==> config.mk <==
export PLATFORM = sky130hd
export DESIGN_NAME = quad_batch_packer
export DESIGN_NICKNAME = d
export VERILOG_FILES = /design/src/rtl/qbp_pkg.sv /design/src/rtl/qbp_rr_arb.sv /design/src/rtl/qbp_batch_store.sv /design/src/rtl/quad_batch_packer.sv
export SDC_FILE = /design/constraint.sdc
export NUM_CORES = 1
export LEC_CHECK = 0
export ABC_CLOCK_PERIOD_IN_PS = 14700
export BUFFER_PORTS_ARGS = -buffer_cell sky130_fd_sc_hd__buf_2
export CAP_MARGIN = 20
export CORE_AREA = 2 2 143 145
export CTS_BUF_LIST = sky130_fd_sc_hd__clkbuf_8
export DETAILED_ROUTE_END_ITERATION = 8
export DIE_AREA = 0 0 145 147
export PLACE_DENSITY = 0.82
export SLEW_MARGIN = 40
export SYNTH_ARGS = -nofsm -noshare
export SYNTH_HDL_FRONTEND = slang
export SYNTH_SLANG_ARGS = --single-unit
export TNS_END_PERCENT = 1
==> constraint.sdc <==
create_clock -name clk -period 14.7 [get_ports clk]
set_clock_uncertainty 0.05 [all_clocks]
set_input_delay 2.205 -clock clk [delete_from_list [all_inputs] [get_ports clk]]
set_output_delay 2.205 -clock clk [all_outputs]
set_load 0.03 [all_outputs]
==> src/rtl/qbp_pkg.sv <==
package qbp_pkg;
    localparam int PIX_PER_QUAD = 4;

    typedef enum logic [0:0] {
        ST_FILL  = 1'b0,
        ST_ISSUE = 1'b1
    } qbp_state_e;
endpackage

==> src/rtl/qbp_rr_arb.sv <==
module qbp_rr_arb #(
    parameter int N  = 3,
    parameter int IW = $clog2(N)
) (
    input  logic          clk,
    input  logic          rst_n,
    input  logic [N-1:0]  req,
    input  logic          advance,
    output logic [N-1:0]  grant,
    output logic [IW-1:0] grant_idx,
    output logic          any_req
);
    logic [IW-1:0] ptr_q;

    // Search from the pointer upward; smallest offset wins.
    always_comb begin
        int idx;
        grant_idx = ptr_q;
        any_req   = 1'b0;
        for (int off = N - 1; off >= 0; off--) begin
            idx = (int'(ptr_q) + off) % N;
            if (req[idx]) begin
                grant_idx = IW'(idx);
                any_req   = 1'b1;
            end
        end
        grant = any_req ? (N'(1) << grant_idx) : '0;
    end

    always_ff @(posedge clk or negedge rst_n) begin
        if (!rst_n) begin
            ptr_q <= '0;
        end else if (advance) begin
            if (int'(grant_idx) == N - 1) ptr_q <= '0;
            else                          ptr_q <= grant_idx + 1'b1;
        end
    end
endmodule

==> src/rtl/qbp_batch_store.sv <==
module qbp_batch_store #(
    parameter int Q  = 8,
    parameter int XW = 12,
    parameter int YW = 12,
    parameter int SW = $clog2(Q)
) (
    input  logic            clk,
    input  logic            wr_en,
    input  logic [SW-1:0]   wr_slot,
    input  logic [XW-1:0]   wr_x,
    input  logic [YW-1:0]   wr_y,
    input  logic [3:0]      wr_cov,
    output logic [Q*XW-1:0] rd_x,
    output logic [Q*YW-1:0] rd_y,
    output logic [Q*4-1:0]  rd_cov
);
    for (genvar g = 0; g < Q; g++) begin : g_slot
        logic [XW-1:0] x_q;
        logic [YW-1:0] y_q;
        logic [3:0]    c_q;
        always_ff @(posedge clk) begin
            if (wr_en && wr_slot == SW'(g)) begin
                x_q <= wr_x;
                y_q <= wr_y;
                c_q <= wr_cov;
            end
        end
        assign rd_x[g*XW +: XW] = x_q;
        assign rd_y[g*YW +: YW] = y_q;
        assign rd_cov[g*4 +: 4] = c_q;
    end
endmodule

==> src/rtl/quad_batch_packer.sv <==
module quad_batch_packer
    import qbp_pkg::*;
#(
    parameter int N_STREAMS = 3,
    parameter int QUADS     = 8,
    parameter int XW        = 12,
    parameter int YW        = 12,
    parameter int TW        = 4
) (
    input  logic                      clk,
    input  logic                      rst_n,
    input  logic [N_STREAMS-1:0]      in_valid,
    output logic [N_STREAMS-1:0]      in_ready,
    input  logic [N_STREAMS*XW-1:0]   in_x,
    input  logic [N_STREAMS*YW-1:0]   in_y,
    input  logic [N_STREAMS*4-1:0]    in_cov,
    input  logic [N_STREAMS*TW-1:0]   in_tag,
    input  logic                      flush_req,
    output logic                      out_valid,
    input  logic                      out_ready,
    output logic [TW-1:0]             out_tag,
    output logic [QUADS*XW-1:0]       out_qx,
    output logic [QUADS*YW-1:0]       out_qy,
    output logic [QUADS*PIX_PER_QUAD-1:0] out_lane_valid,
    output logic [QUADS*PIX_PER_QUAD-1:0] out_cov
);
    localparam int LANES = QUADS * PIX_PER_QUAD;
    localparam int CW    = $clog2(QUADS + 1);
    localparam int SW    = $clog2(QUADS);
    localparam int IW    = $clog2(N_STREAMS);

    qbp_state_e state_q, state_d;
    logic [CW-1:0] count_q;
    logic [TW-1:0] tag_q;

    logic [N_STREAMS-1:0] grant;
    logic [IW-1:0]        gidx;
    logic                 any_req;
    logic [TW-1:0]        sel_tag;
    logic                 tag_ok, accept, close_tag, close_flush, last_slot;
    logic [QUADS*XW-1:0]  st_x;
    logic [QUADS*YW-1:0]  st_y;
    logic [LANES-1:0]     st_cov;
    logic [QUADS-1:0]     occupied;

    qbp_rr_arb #(.N(N_STREAMS), .IW(IW)) u_arb (
        .clk       (clk),
        .rst_n     (rst_n),
        .req       (in_valid),
        .advance   (accept),
        .grant     (grant),
        .grant_idx (gidx),
        .any_req   (any_req)
    );

    qbp_batch_store #(.Q(QUADS), .XW(XW), .YW(YW), .SW(SW)) u_store (
        .clk     (clk),
        .wr_en   (accept),
        .wr_slot (SW'(count_q)),
        .wr_x    (in_x[gidx*XW +: XW]),
        .wr_y    (in_y[gidx*YW +: YW]),
        .wr_cov  (in_cov[gidx*4 +: 4]),
        .rd_x    (st_x),
        .rd_y    (st_y),
        .rd_cov  (st_cov)
    );

    assign sel_tag     = in_tag[gidx*TW +: TW];
    assign tag_ok      = (count_q == '0) || (sel_tag == tag_q);
    assign last_slot   = (count_q == CW'(QUADS - 1));
    assign accept      = (state_q == ST_FILL) && !flush_req && any_req && tag_ok;
    assign close_tag   = (state_q == ST_FILL) && !flush_req && any_req && !tag_ok;
    assign close_flush = (state_q == ST_FILL) && flush_req && (count_q != '0);

    // Next-state logic
    always_comb begin
        state_d = state_q;
        unique case (state_q)
            ST_FILL: begin
                if ((accept && last_slot) || close_tag || close_flush)
                    state_d = ST_ISSUE;          // FILL_TO_ISSUE_*
            end
            ST_ISSUE: begin
                if (out_ready) state_d = ST_FILL; // ISSUE_TO_FILL
            end
            default: state_d = ST_FILL;
        endcase
    end

    // State register and batch bookkeeping
    always_ff @(posedge clk or negedge rst_n) begin
        if (!rst_n) begin
            state_q <= ST_FILL;
            count_q <= '0;
            tag_q   <= '0;
        end else begin
            state_q <= state_d;
            if (state_q == ST_ISSUE && out_ready) begin
                count_q <= '0;
            end else if (accept) begin
                count_q <= count_q + 1'b1;
                if (count_q == '0) tag_q <= sel_tag;
            end
        end
    end

    for (genvar g = 0; g < QUADS; g++) begin : g_lane
        assign occupied[g] = (CW'(g) < count_q);
    end

    // Outputs
    always_comb begin
        out_valid = (state_q == ST_ISSUE);
        in_ready  = accept ? grant : '0;
        out_tag   = tag_q;
        for (int k = 0; k < QUADS; k++) begin
            out_lane_valid[k*PIX_PER_QUAD +: PIX_PER_QUAD] = {PIX_PER_QUAD{occupied[k]}};
            out_cov[k*PIX_PER_QUAD +: PIX_PER_QUAD] =
                st_cov[k*PIX_PER_QUAD +: PIX_PER_QUAD] & {PIX_PER_QUAD{occupied[k]}};
            out_qx[k*XW +: XW] = st_x[k*XW +: XW] & {XW{occupied[k]}};
            out_qy[k*YW +: YW] = st_y[k*YW +: YW] & {YW{occupied[k]}};
        end
    end
endmodule

==> reports/qor.yml <==
sta:
  max_freq_ghz: 0.131
  max_slew.worst_pin.slew_ns: 0.839
  min_period_over_period_pct: 51.8
  setup_violations: 0
  rsz0062_at_grt: "false"
  fin_tns_setup_ns: 0
  period_minus_slack_ns: 7.62
  drv_slew: 0
  slew-limit-headroom_pct: 44.0
  hold_ws_ns: 0.523
  final_hold_viol_count: 0
critical_path:
  startpoint_type: "primary input"
  cp_cell_sequence: "buf_2 > and3b_1 > a21oi_1 > a31o_2 > buf_4 > a21boi_4 > buf_8 > buf_16 > o2bb2ai_1 > xnor2_1 > nand4_2 > a21o_1 > nor3_1 > buf_2"
  reg2reg_to: "u_store.g_slot[6].x_q[7]"
  cp_max_fo: 36
  cpPeakStageDelay_ns: 0.52
  critical_path.startpoint: "in_valid[2]"
  rr_startpoint: "u_arb.ptr_q[0]"
  crit_arrival_ns: 5.36
  worst_path_max_delay_cell: "buf_4"
  crit_top_cell: "buf_2"
  endpoint_kind: "output port"
  cp.required_ns: 12.44
  crit_type: "in -> out"
  worst_r2r_path_depth: 14
  r2r_slack_ns: 9.74
route:
  drtIter0Drc: 402
  vias: 7102
  wl_per_cell_um: 20.6
  via_per_inst: 5.11
  drt_wl_total_um: 28700
  drc: 0
  drtPass1Iterations: 4
  ant_nets: 0
grt:
  grt_first_pass_wirelength_um: 42000
  antenna_found_initial: 1
  grt_max_degree: 39
  grt_pass1_vias: 7134
  grt_overflow: 0
  grtUsageTotal_pct: 26.5
min_path:
  hold_depth: 1
  min-delay-start: "out_tag[2]"
  min_path_type: "reg -> reg"
  holdPathEnd: "out_tag[2]"
placement:
  gp_congestion: 0.849
  port_buffers: 366
  dp_hpwl_um: 19200
yosys:
  syn_inst: 732
  ys_seq_elements: 235
  syn-num-nets: 844
  async_flop_share_pct: 4.68
  netlist_area_sq_um: 10100
  syn_avg_cell_area_sq_um: 13.9
  ys_warn_count: 0
  yosys.cell_types.count: 45
  synth_ff_type: "edfxtp_1"
  seq_area_frac_synth_pct: 69.1
  synth_enable_flop_cells: 224
power_and_ir_drop:
  power.leakage_nw: 5.77
  ir_drop_v: 0.000128
  powerDensity_nw_per_um2: 195
cts:
  post_cts_buffers: 0
  hold_buffers: 0
  clock-sinks: 235
  cts_buffer_depth: 3
  cts_buffers: 39
  cts-resized-gates: 0
  clkTransAtPathRegs_ns: 0.06
  cts_htree_levels: 2
  insertion_delay_ns: 0.52
  cts_tree: "yes"
  cts-root-buf: "clkbuf_8"
die:
  dieHeight_um: 147
  start_util_pct: 51.1
  die_x_um: 145
  die-area_sq_um: 21300
  ios: 367
  core_area_sq_um: 19800
  rows: 52
final_layout:
  fin_nets: 1203
  drive_above_1_share_pct: 40.4
  area_delta_synth_final_pct: 27.9
outcome:
  status: "complete, no violations"
job:
  drv_cap: 0
area by class of cell:
cell class / instances / area, sq um
Clock buffer: 40 / 551
Timing Repair Buffer: 383 / 2070
Multi-Input combinational cell: 420 / 2810
Tap cell: 270 / 338
Inverter: 12 / 45.0
Fill cell: 1473 / 6870
Clock inverter: 29 / 151
Antenna cell: 2 / 5.00
Sequential cell: 235 / 7000
how the worst max path moves through the flow:
stage | endpoint | slack, ns | cells past startpoint
final | in_ready[2] | 7.08 | 14
after floorplan | in_ready[2] | 7.75 | 11
after global routing | in_ready[2] | 6.87 | 14
after detailed placement | in_ready[2] | 7.08 | 14
after global placement | in_ready[2] | 6.84 | 12
after CTS | in_ready[2] | 7.07 | 14
metal layers:
metal	share of wire (%)	up-vias	global-route usage, %
met5	0	-	0
met4	2.7	0	9.95
met3	7.7	53	6.24
met2	50	381	46.6
met1	39	3409	32.0
li1	-	3259	-
kinds of logic (layout without fill, tap and decap cells):
kind of cell	after synthesis	in the layout	share of synthesized area, %
simple gates	300	300	17.4
buf+inv	77	464	3.96
fa+ha+maj	9	9	1.11
compound gates	64	64	3.86
mux	43	43	4.31
flops	235	235	69.1
other cells	0	2	0
xor+xnor	4	4	0.345
state kept, by name (all words and copies together) (netlist names):
| signal | flops |
|---|---|
| u_arb.ptr_q | 2 |
| out_valid | 1 |
| out_tag | 4 |
| count_q | 4 |
| u_store.g_slot.c_q | 32 |
| u_store.g_slot.y_q | 96 |
| u_store.g_slot.x_q | 96 |
Yosys cell counts (2+ instances only):
cell / count / area [sq um]
a21oi_1: 9 / 45.0
a21o_1: 2 / 15.0
nor3_1: 4 / 20.0
and2b_1: 2 / 15.0
buf_4: 27 / 203
and3_1: 4 / 25.0
o2bb2ai_1: 4 / 35.0
mux2_2: 4 / 45.0
nor2_1: 11 / 41.3
clkbuf_1: 34 / 128
nand3_1: 3 / 15.0
o21ai_0: 33 / 165
nor2b_1: 144 / 901
mux2i_1: 38 / 380
buf_2: 3 / 15.0
nand2_1: 38 / 143
xnor2_1: 4 / 35.0
ha_1: 9 / 113
edfxtp_1: 224 / 6730
o21ai_1: 4 / 20.0
inv_1: 12 / 45.0
and2_1: 86 / 538
dfrtp_1: 11 / 275
worst max-delay path, delay by kind of cell:
| family | cells | cell delay [ns] |
|---|---|---|
| AOI/OAI and AO/OA | 5 | 1.09 |
| buffers and inverters | 5 | 1.27 |
| xor gates and xnor gates | 1 | 0.18 |
| and+or+nand+nor | 3 | 0.59 |
cells in the final DEF, fill, tap and decap left out, types with 2 or more instances in the layout:
cell type / count
clkbuf_8: 40
clkinv_2: 3
and2b_1: 2
mux2_2: 4
ha_1: 9
a21oi_4: 3
xnor2_1: 4
clkinv_1: 7
buf_4: 9
a21oi_1: 6
buf_2: 366
clkinvlp_4: 2
nor2_4: 2
edfxtp_1: 224
buf_8: 4
a21o_1: 2
and3_2: 3
nand2_1: 38
o21ai_1: 31
dfrtp_1: 11
nand3_1: 3
nor2b_1: 144
diode_2: 2
nor2_1: 9
mux2i_1: 38
and2_1: 84
o2bb2ai_1: 4
nor3_1: 2
inv_1: 27
o21ai_0: 6
buf_16: 4
and2_4: 2
nor3_2: 2
where the power goes:
part           switching (mW)  internal (mW)  total, mW
clock network           0.247          0.271      0.518
logic                   0.713          0.274      0.987
registers              0.0234           1.00       1.03
through the flow:
step	worst slack, ns	power, mW	instances	utilization (%)	area (sq um)
after floorplan	7.75	1.67	732	-	10100
after global routing	6.87	2.65	1390	65.3	13000
after global placement	6.84	1.95	1312	60.9	12100
final	7.08	2.53	1391	65.4	13000
after detailed placement	7.08	2.02	1318	61.5	12200
after CTS	7.07	2.53	1387	65.0	12900
Note: power is estimated with default switching activity, not from simulation.
